### config.mk
export PLATFORM = sky130hd
export DESIGN_NAME = par_sram
export DESIGN_NICKNAME = d
export VERILOG_FILES = /design/src/rtl/par_sram_pkg.sv /design/src/rtl/par_sram_gen.sv /design/src/rtl/par_sram_check.sv /design/src/rtl/par_sram_array.sv /design/src/rtl/par_sram_err.sv /design/src/rtl/par_sram.sv
export SDC_FILE = /design/constraint.sdc
export NUM_CORES = 2
export LEC_CHECK = 0
export ABC_AREA = 1
export BUFFER_PORTS_ARGS = -buffer_cell sky130_fd_sc_hd__buf_4
export CAP_MARGIN = 30
export CORE_MARGIN = 2
export CORE_UTILIZATION = 50
export CTS_CLUSTER_SIZE = 20
export DETAILED_ROUTE_END_ITERATION = 12
export PLACE_DENSITY = 0.66
export SLEW_MARGIN = 20
export SYNTH_ARGS = -nofsm -noshare
export SYNTH_HDL_FRONTEND = slang
export SYNTH_SLANG_ARGS = --single-unit
export TNS_END_PERCENT = 100
### constraint.sdc
create_clock -name clk -period 1.9 [get_ports clk]
set_input_delay 0.19 -clock clk [delete_from_list [all_inputs] [get_ports clk]]
set_output_delay 0.19 -clock clk [all_outputs]
set_load 0.005 [all_outputs]
### src/rtl/par_sram_pkg.sv
package par_sram_pkg;
  localparam int BYTE_W = 8;

  function automatic logic even_par(input logic [BYTE_W-1:0] b);
    return ^b;
  endfunction
endpackage

### src/rtl/par_sram_gen.sv
module par_sram_gen #(
  parameter int LANES  = 4,
  parameter int LANE_W = 8
) (
  input  logic [LANES*LANE_W-1:0] data,
  input  logic                    invert,
  output logic [LANES-1:0]        par
);
  for (genvar l = 0; l < LANES; l++) begin : g_lane
    assign par[l] = (^data[l*LANE_W +: LANE_W]) ^ invert;
  end
endmodule

### src/rtl/par_sram_check.sv
module par_sram_check #(
  parameter int LANES  = 4,
  parameter int LANE_W = 8
) (
  input  logic [LANES*LANE_W-1:0] data,
  input  logic [LANES-1:0]        par,
  output logic [LANES-1:0]        lane_err,
  output logic                    any_err
);
  for (genvar l = 0; l < LANES; l++) begin : g_lane
    assign lane_err[l] = (^data[l*LANE_W +: LANE_W]) != par[l];
  end
  assign any_err = |lane_err;
endmodule

### src/rtl/par_sram_array.sv
module par_sram_array #(
  parameter int ADDR_W = 6,
  parameter int LANES  = 4,
  parameter int LANE_W = 8
) (
  input  logic                    clk,
  input  logic                    rst_n,
  input  logic                    wr_en,
  input  logic                    rd_en,
  input  logic [ADDR_W-1:0]       addr,
  input  logic [LANES*LANE_W-1:0] wdata,
  input  logic [LANES-1:0]        wpar,
  input  logic [LANES-1:0]        strb,
  output logic [LANES*LANE_W-1:0] rdata,
  output logic [LANES-1:0]        rpar
);
  localparam int DEPTH = 1 << ADDR_W;

  for (genvar l = 0; l < LANES; l++) begin : g_lane
    logic [LANE_W-1:0] lane_mem [DEPTH];
    logic              lane_par [DEPTH];
    logic [LANE_W-1:0] rd_q;
    logic              rp_q;

    always_ff @(posedge clk or negedge rst_n) begin
      if (!rst_n) begin
        for (int w = 0; w < DEPTH; w++) begin
          lane_mem[w] <= '0;
          lane_par[w] <= 1'b0;
        end
        rd_q <= '0;
        rp_q <= 1'b0;
      end else begin
        if (wr_en && strb[l]) begin
          lane_mem[addr] <= wdata[l*LANE_W +: LANE_W];
          lane_par[addr] <= wpar[l];
        end
        if (rd_en) begin
          rd_q <= lane_mem[addr];
          rp_q <= lane_par[addr];
        end
      end
    end

    assign rdata[l*LANE_W +: LANE_W] = rd_q;
    assign rpar[l]                   = rp_q;
  end
endmodule

### src/rtl/par_sram_err.sv
module par_sram_err #(
  parameter int ADDR_W = 6
) (
  input  logic              clk,
  input  logic              rst_n,
  input  logic              detect,
  input  logic [ADDR_W-1:0] det_addr,
  input  logic              clr,
  input  logic              rst_en,
  output logic              err_flag,
  output logic [ADDR_W-1:0] err_addr,
  output logic              rst_req
);
  logic capture;
  assign capture = detect && (!err_flag || clr);

  always_ff @(posedge clk or negedge rst_n) begin
    if (!rst_n) begin
      err_flag <= 1'b0;
      err_addr <= '0;
      rst_req  <= 1'b0;
    end else begin
      if (capture) err_addr <= det_addr;
      if (detect)   err_flag <= 1'b1;
      else if (clr) err_flag <= 1'b0;
      rst_req <= detect && rst_en && !rst_req;
    end
  end
endmodule

### src/rtl/par_sram.sv
module par_sram #(
  parameter int ADDR_W = 6,
  parameter int LANES  = 4
) (
  input  logic                            clk,
  input  logic                            rst_n,
  input  logic                            req_valid,
  output logic                            req_ready,
  input  logic                            req_write,
  input  logic [ADDR_W-1:0]               req_addr,
  input  logic [LANES*par_sram_pkg::BYTE_W-1:0] req_wdata,
  input  logic [LANES-1:0]                req_strb,
  input  logic                            par_invert,
  output logic                            rsp_valid,
  output logic [LANES*par_sram_pkg::BYTE_W-1:0] rsp_rdata,
  output logic                            rsp_perr,
  input  logic                            rst_on_err_en,
  input  logic                            err_clr,
  output logic                            err_flag,
  output logic [ADDR_W-1:0]               err_addr,
  output logic                            rst_req
);
  import par_sram_pkg::*;
  localparam int DATA_W = LANES * BYTE_W;

  logic              wr_fire, rd_fire;
  logic [LANES-1:0]  wpar, rpar, lane_err;
  logic              any_err;
  logic [ADDR_W-1:0] rd_addr_q;

  assign req_ready = rst_n;
  assign wr_fire   = req_valid && req_ready && req_write;
  assign rd_fire   = req_valid && req_ready && !req_write;

  par_sram_gen #(.LANES(LANES), .LANE_W(BYTE_W)) u_gen (
    .data(req_wdata), .invert(par_invert), .par(wpar)
  );

  par_sram_array #(.ADDR_W(ADDR_W), .LANES(LANES), .LANE_W(BYTE_W)) u_array (
    .clk(clk), .rst_n(rst_n), .wr_en(wr_fire), .rd_en(rd_fire),
    .addr(req_addr), .wdata(req_wdata), .wpar(wpar), .strb(req_strb),
    .rdata(rsp_rdata), .rpar(rpar)
  );

  always_ff @(posedge clk or negedge rst_n) begin
    if (!rst_n) begin
      rsp_valid <= 1'b0;
      rd_addr_q <= '0;
    end else begin
      rsp_valid <= rd_fire;
      if (rd_fire) rd_addr_q <= req_addr;
    end
  end

  par_sram_check #(.LANES(LANES), .LANE_W(BYTE_W)) u_check (
    .data(rsp_rdata), .par(rpar), .lane_err(lane_err), .any_err(any_err)
  );

  assign rsp_perr = rsp_valid && any_err;

  par_sram_err #(.ADDR_W(ADDR_W)) u_err (
    .clk(clk), .rst_n(rst_n), .detect(rsp_perr), .det_addr(rd_addr_q),
    .clr(err_clr), .rst_en(rst_on_err_en),
    .err_flag(err_flag), .err_addr(err_addr), .rst_req(rst_req)
  );

  logic unused_ok;
  assign unused_ok = ^{lane_err, DATA_W[0]};
endmodule

# Word level (Yosys, flattened, before mapping)
# Index checks and enable logic that the tools add are counted.
# classes
add_sub_neg	0
mul	0
div	0
magnitude_cmp	2
eq_ne	4
shifts	0
mux	38
n_bitwise	5
n_reduce_logical	26
# ops
op	n
512-bit bitwise mux	4
64-bit bitwise mux	4
8-bit binary-select mux with 6-bit select	4
8-bit two-way mux	9
8-bit XOR reduction	8
8-bit demux with 6-bit select	1
1-bit binary-select mux with 6-bit select	4
1-bit logical AND	12
1-bit two-way mux	11
7-bit >= comparator (second input constant)	1
7-bit by 1-bit less-than comparator with 1-bit output (second input constant)	1
6-bit NOT with 7-bit output	1
1-bit demux with 6-bit select	1
1-bit != test	4
4-bit OR reduction	1
1-bit bitwise XOR	4
1-bit logical NOT	3
2-bit nonzero test	1
1-bit logical OR	1
# totals
register_bits	2355
latch_bits	0
ram_bits	0
mem_bits_ro	0
in_bits	49
output_inout_bits	43
elab_cells	600
n_memories	0

# Logic depth before layout (Yosys ltp)
# depth
depth_word	6
mapped_depth	17
depth_no_buf	14

# Hierarchy
# A second synthesis with hierarchy kept.
# unflattened
cells_unflattened	15334
area_unflattened_um2	112658.0
# modules_own_cells
module	n_inst	cells_each	area_per_inst_um2
par_sram_array	1	15019	110886.3
par_sram_gen	1	126	570.5
par_sram_check	1	120	548.0
par_sram_err	1	34	327.8
par_sram	1	35	325.3

# Least setup slack after synthesis
# Ideal clock, no wire load.
# synth_path
path_kind	input to register
start	input port req_addr[3]
end	register u_array.g_lane[3].lane_par[1] (netlist name)
setup_time_ns	0.130
t_arrival_ns	1.524
t_required_ns	1.770
setup_slack_ns	0.246
cell_stages	9
path_cell_list	buf_4 -> inv_4 -> nor3_4 -> inv_4 -> nor2_4 -> nand2_2 -> buf_2 -> nand2_1 -> o21ai_0
# synth_between
elab_chain_cells	6
word_cells_on_any_way	7
# synth_rtl
element	line	source
start, declared	par_sram.sv:10	input logic [ADDR_W-1:0] req_addr,
6-bit NOT with 7-bit output (implied by the code) (*)	par_sram_array.sv:36	lane_par[addr] <= wpar[l];
7-bit >= comparator (implied by the code) or 7-bit by 1-bit less-than comparator with 1-bit output (tied branches)	par_sram_array.sv:36	
1-bit logical AND (implied by the code)	par_sram_array.sv:36	
1-bit two-way mux (implied by the code)	par_sram_array.sv:36	
1-bit demux with 6-bit select (*)	par_sram_array.sv:36	
64-bit bitwise mux (*)	par_sram_array.sv:36	
end signal, assigned by index	par_sram_array.sv:36	
end, declared	par_sram_array.sv:21	logic lane_par [DEPTH];
# Every way passes the cells marked *; elsewhere a longest branch is shown, timed or not.
# A chain may end at the register's enable or synchronous reset.

# Worst setup path after layout
# layout_path
start	register u_array.g_lane[0].rd_q[4]
end	output port rsp_perr
# layout_between
elab_chain_cells	4
# layout_rtl
element	line	source
start, declared	par_sram_array.sv:22	logic [LANE_W-1:0] rd_q;
start signal, assigned	par_sram_array.sv:39	rd_q <= lane_mem[addr];
8-bit XOR reduction	par_sram_check.sv:11	assign lane_err[l] = (^data[l*LANE_W +: LANE_W]) != par[l];
1-bit != test	par_sram_check.sv:11	
4-bit OR reduction	par_sram_check.sv:13	assign any_err = |lane_err;
1-bit logical AND	par_sram.sv:59	assign rsp_perr = rsp_valid && any_err;
end, declared	par_sram.sv:16	output logic rsp_perr,
# Every way passes these cells.

==> results.md <==
* Routed len/inst at about 22 um
* Vias in the first global route at 94.0k
* Worst r2r src: u_array.g_lane[0].rd_q[4]
* Final Util at 59.8%
* Antenna-violating nets left at 0
* Die area at 221000 um^2
* Synth Area in Compound Gates at 17.1%
* CP Capture Type: primary output
* Setup_tns at -0.810 ns
* Inst Count DP at 16.6k
* Worst-Skew Late Latency at about 0.9 ns
* Layout cells sized above 1 at 12.8%
* DRC at 0
* Yosys warnings at 0
* Synth Register Bits at 2355
* Clock sink total at 2355
* Max Slew Vio Count at 0
* Instance area at placement at 120000 um^2
* CTS root buf: clkbuf_16
* Final period demand of the worst path at about 2.6 ns
* Clock transition at path regs at 0.06 ns
* R2R setup slack at 0.16 ns
* Clk_skew at 0.0476 ns
* Mux cell area share after synthesis at 0%
* Crit path required time at 1.71 ns
* Syn_nets at approximately 14k
* Max Root-Sink Buffers at 4
* WP data arrival at 2.46 ns
* Unrepaired setup endpoints after global routing: yes
* Post-placement worst setup slack at -0.345 ns
* Initial detailed-routing violation count at 11.7k
* Cells after Synth at around 14k
* Core area at 217000 um^2
* Crit start category: flop
* Largest net degree at the start of global routing at 131
* Htree depth at 5
* First drt pass iteration count at 10
* Max transition margin at 50.4%
* GP Congestion at 0.948
* Hpwl dp at 243000 um
* Type of the worst setup path: flop to primary output
* Failing checks: setup timing
* Post-Route WL at 369000 um
* Leak at 58.6 nW
* Register area share after synthesis at 54.2%
* Status: finished, violations left
* Vias per cell at 5.72
* I/O pin count at 92
* First-pass GRT wire length at between 500000 and 600000 um
* Row cnt at 171
* Final worst-path cycle share at 139%
* CTS tree: yes
* Max-cap violation count at 0
* Layout area overhead at 19.1%
* Slew @ Worst Pin at 0.744 ns
* Netlist cell types at 31
* Worst vdd rail ir drop at slightly above 800 uV
* Post-Syn Area at 109000 um^2
* GRT overflow at 0
* CP Max Fanout at 3
* Initial core utilization at 50.2%
* Post-route worst setup slack at -0.746 ns
* All-Layer GR Usage at 33.2%
* Min-delay worst type: input pin to async pin
* Final Cell Area at 130000 um^2
* Simple-Gate Fraction of Synth Area at 23.6%
* Via Count at 97.9k
* Final setup vio count at 3
* Port buffer count at 91
* Pwr dens at around 900 nW/um^2
* Non-Filler Instances at roughly 17k
* Die X at about 470 um
* Antenna violations before repair at 6
* Max Freq at ~380 MHz
* Syn avg cell area at 7.93 um^2
* Reg-to-reg endpoint: u_err.err_addr[2]
* Adder-cell share of the synthesized area at 0%
* Post-Synth XOR/XNOR Area at 0.290%
* Fin. Hold Viols at 0
* Die Y at ~470 um
* # nets final at 14.1k
* Reg2reg path depth at 13
* Total CTS buffers at 275
* Largest family of logic cells by synthesized area: simple AND/OR/NAND/NOR gates
==> metrics by stage <==
step                power, mW  hold WS, ns
floorplan                58.3       -0.106
CTS                       117      0.00330
detailed placement       65.0       0.0417
finish                    117      0.00734
global route              121       0.0496
global placement         64.8       0.0418
==> power by group <==
part	internal [mW]	switching, mW
Clock	31.5	20.8
Sequential	51.8	0.968
Combinational	3.85	7.97
Total	87.1	29.7
==> cell usage in the layout, fill, tap and decap left out, types with 8 or more instances in the layout <==
master and count:
buf_12 359, or2_2 23, clkbuf_1 51, o21ai_0 2183, nand2_2 259, clkinv_2 37, nand3b_1 27, buf_8 8
dlygate4sd3_1 47, nor2_1 120, inv_2 40, inv_4 11, clkbuf_16 278, buf_6 8, nand3_1 34, dfrtp_1 2352
clkbuf_8 67, inv_1 181, xor2_1 9, buf_4 609, nand2_1 5857, nor2_4 69, xnor2_1 23, o22ai_1 32
o21ai_1 595, nor3_4 9, bufinv_16 16, a21oi_1 902
==> Yosys cell counts (all sizes together) <==
cell type | count | area share (%)
a22oi | 5 | 0.034
nand3 | 41 | 0.26
o21ai | 2778 | 13
buf | 498 | 2.4
nor2 | 192 | 1.1
inv | 203 | 0.73
dfrtp | 2355 | 54
o22ai | 32 | 0.18
nand4 | 7 | 0.040
or2 | 23 | 0.13
clkbuf | 468 | 1.6
xor2 | 13 | 0.10
xnor2 | 23 | 0.19
a21oi | 902 | 4.1
clkinv | 32 | 0.11
nor3 | 11 | 0.14
nand2 | 6120 | 22
nand3b | 27 | 0.19
==> cells by family after synthesis <==
| logic type | Yosys count |
|---|---|
| simple gates | 6421 |
| compound gates | 3717 |
| xor+xnor | 36 |
| flops | 2355 |
| buf+inv | 1201 |
==> worst max-delay path, stage by stage, from the launching register on <==
cell and delay (ns):
dfrtp_1 0.43, inv_2 0.08, nand2_1 0.07, nand2_1 0.07, nand2_1 0.06, nand2_2 0.08
inv_1 0.04, nand2_1 0.07, nand2_2 0.08, buf_12 0.16, nor2_4 0.10, nand2_4 0.09
nand2_4 0.07, inv_2 0.03, buf_4 0.12
==> final cells by class <==
class / instances / area, um^2
clock inverter: 60 / 732
antenna: 4 / 10.0
timing repair buffer: 1032 / 12500
inverter: 235 / 950
sequential: 2355 / 58900
tap: 2854 / 3570
clock buffer: 396 / 8070
multi-input combinational: 10200 / 44800
fill: 18800 / 87200
==> worst max-delay path by stage <==
| stage | start | endpoint | cells after the start |
|---|---|---|---|
| floorplan | req_addr[3] | u_array.g_lane[3].lane_par[1] | 9 |
| detailed placement | req_addr[1] | u_array.g_lane[0].rp_q | 13 |
| CTS | u_array.g_lane[0].rd_q[1] | rsp_perr | 14 |
| global route | u_array.g_lane[0].rd_q[5] | rsp_perr | 14 |
| finish | u_array.g_lane[0].rd_q[4] | rsp_perr | 14 |
| global placement | req_addr[0] | u_array.g_lane[3].rd_q[5] | 15 |
==> repair_timing <==
action / in CTS / in global routing
endpoints found under the hold margin: 3735 / 1088
cloned: 0 / 0
gates resized for setup: 30 / 15
pin swaps: 4 / 1
buffers inserted: 6 / 2
setup endpoints to repair: 17 / 10
hold buffers: 47 / 1
==> sequential cells by signal (all words and copies together) (netlist names) <==
signal                   flops
rd_addr_q                    6
u_array.g_lane.rp_q          4
rsp_valid                    1
u_array.g_lane.rd_q         32
u_err.err_addr               6
u_err.err_flag               1
u_err.rst_req                1
u_array.g_lane.lane_par    256
u_array.g_lane.lane_mem   2048
==> metal layers <==
metal / vias up / wire (um) / GRT usage, %
li1: 45000 / - / -
met1: 47600 / 151000 / 45.5
met2: 4363 / 165000 / 50.6
met3: 895 / 30700 / 5.72
met4: 4 / 22000 / 17.8
met5: - / 30 / 0
(Power assumes the default switching activity.)
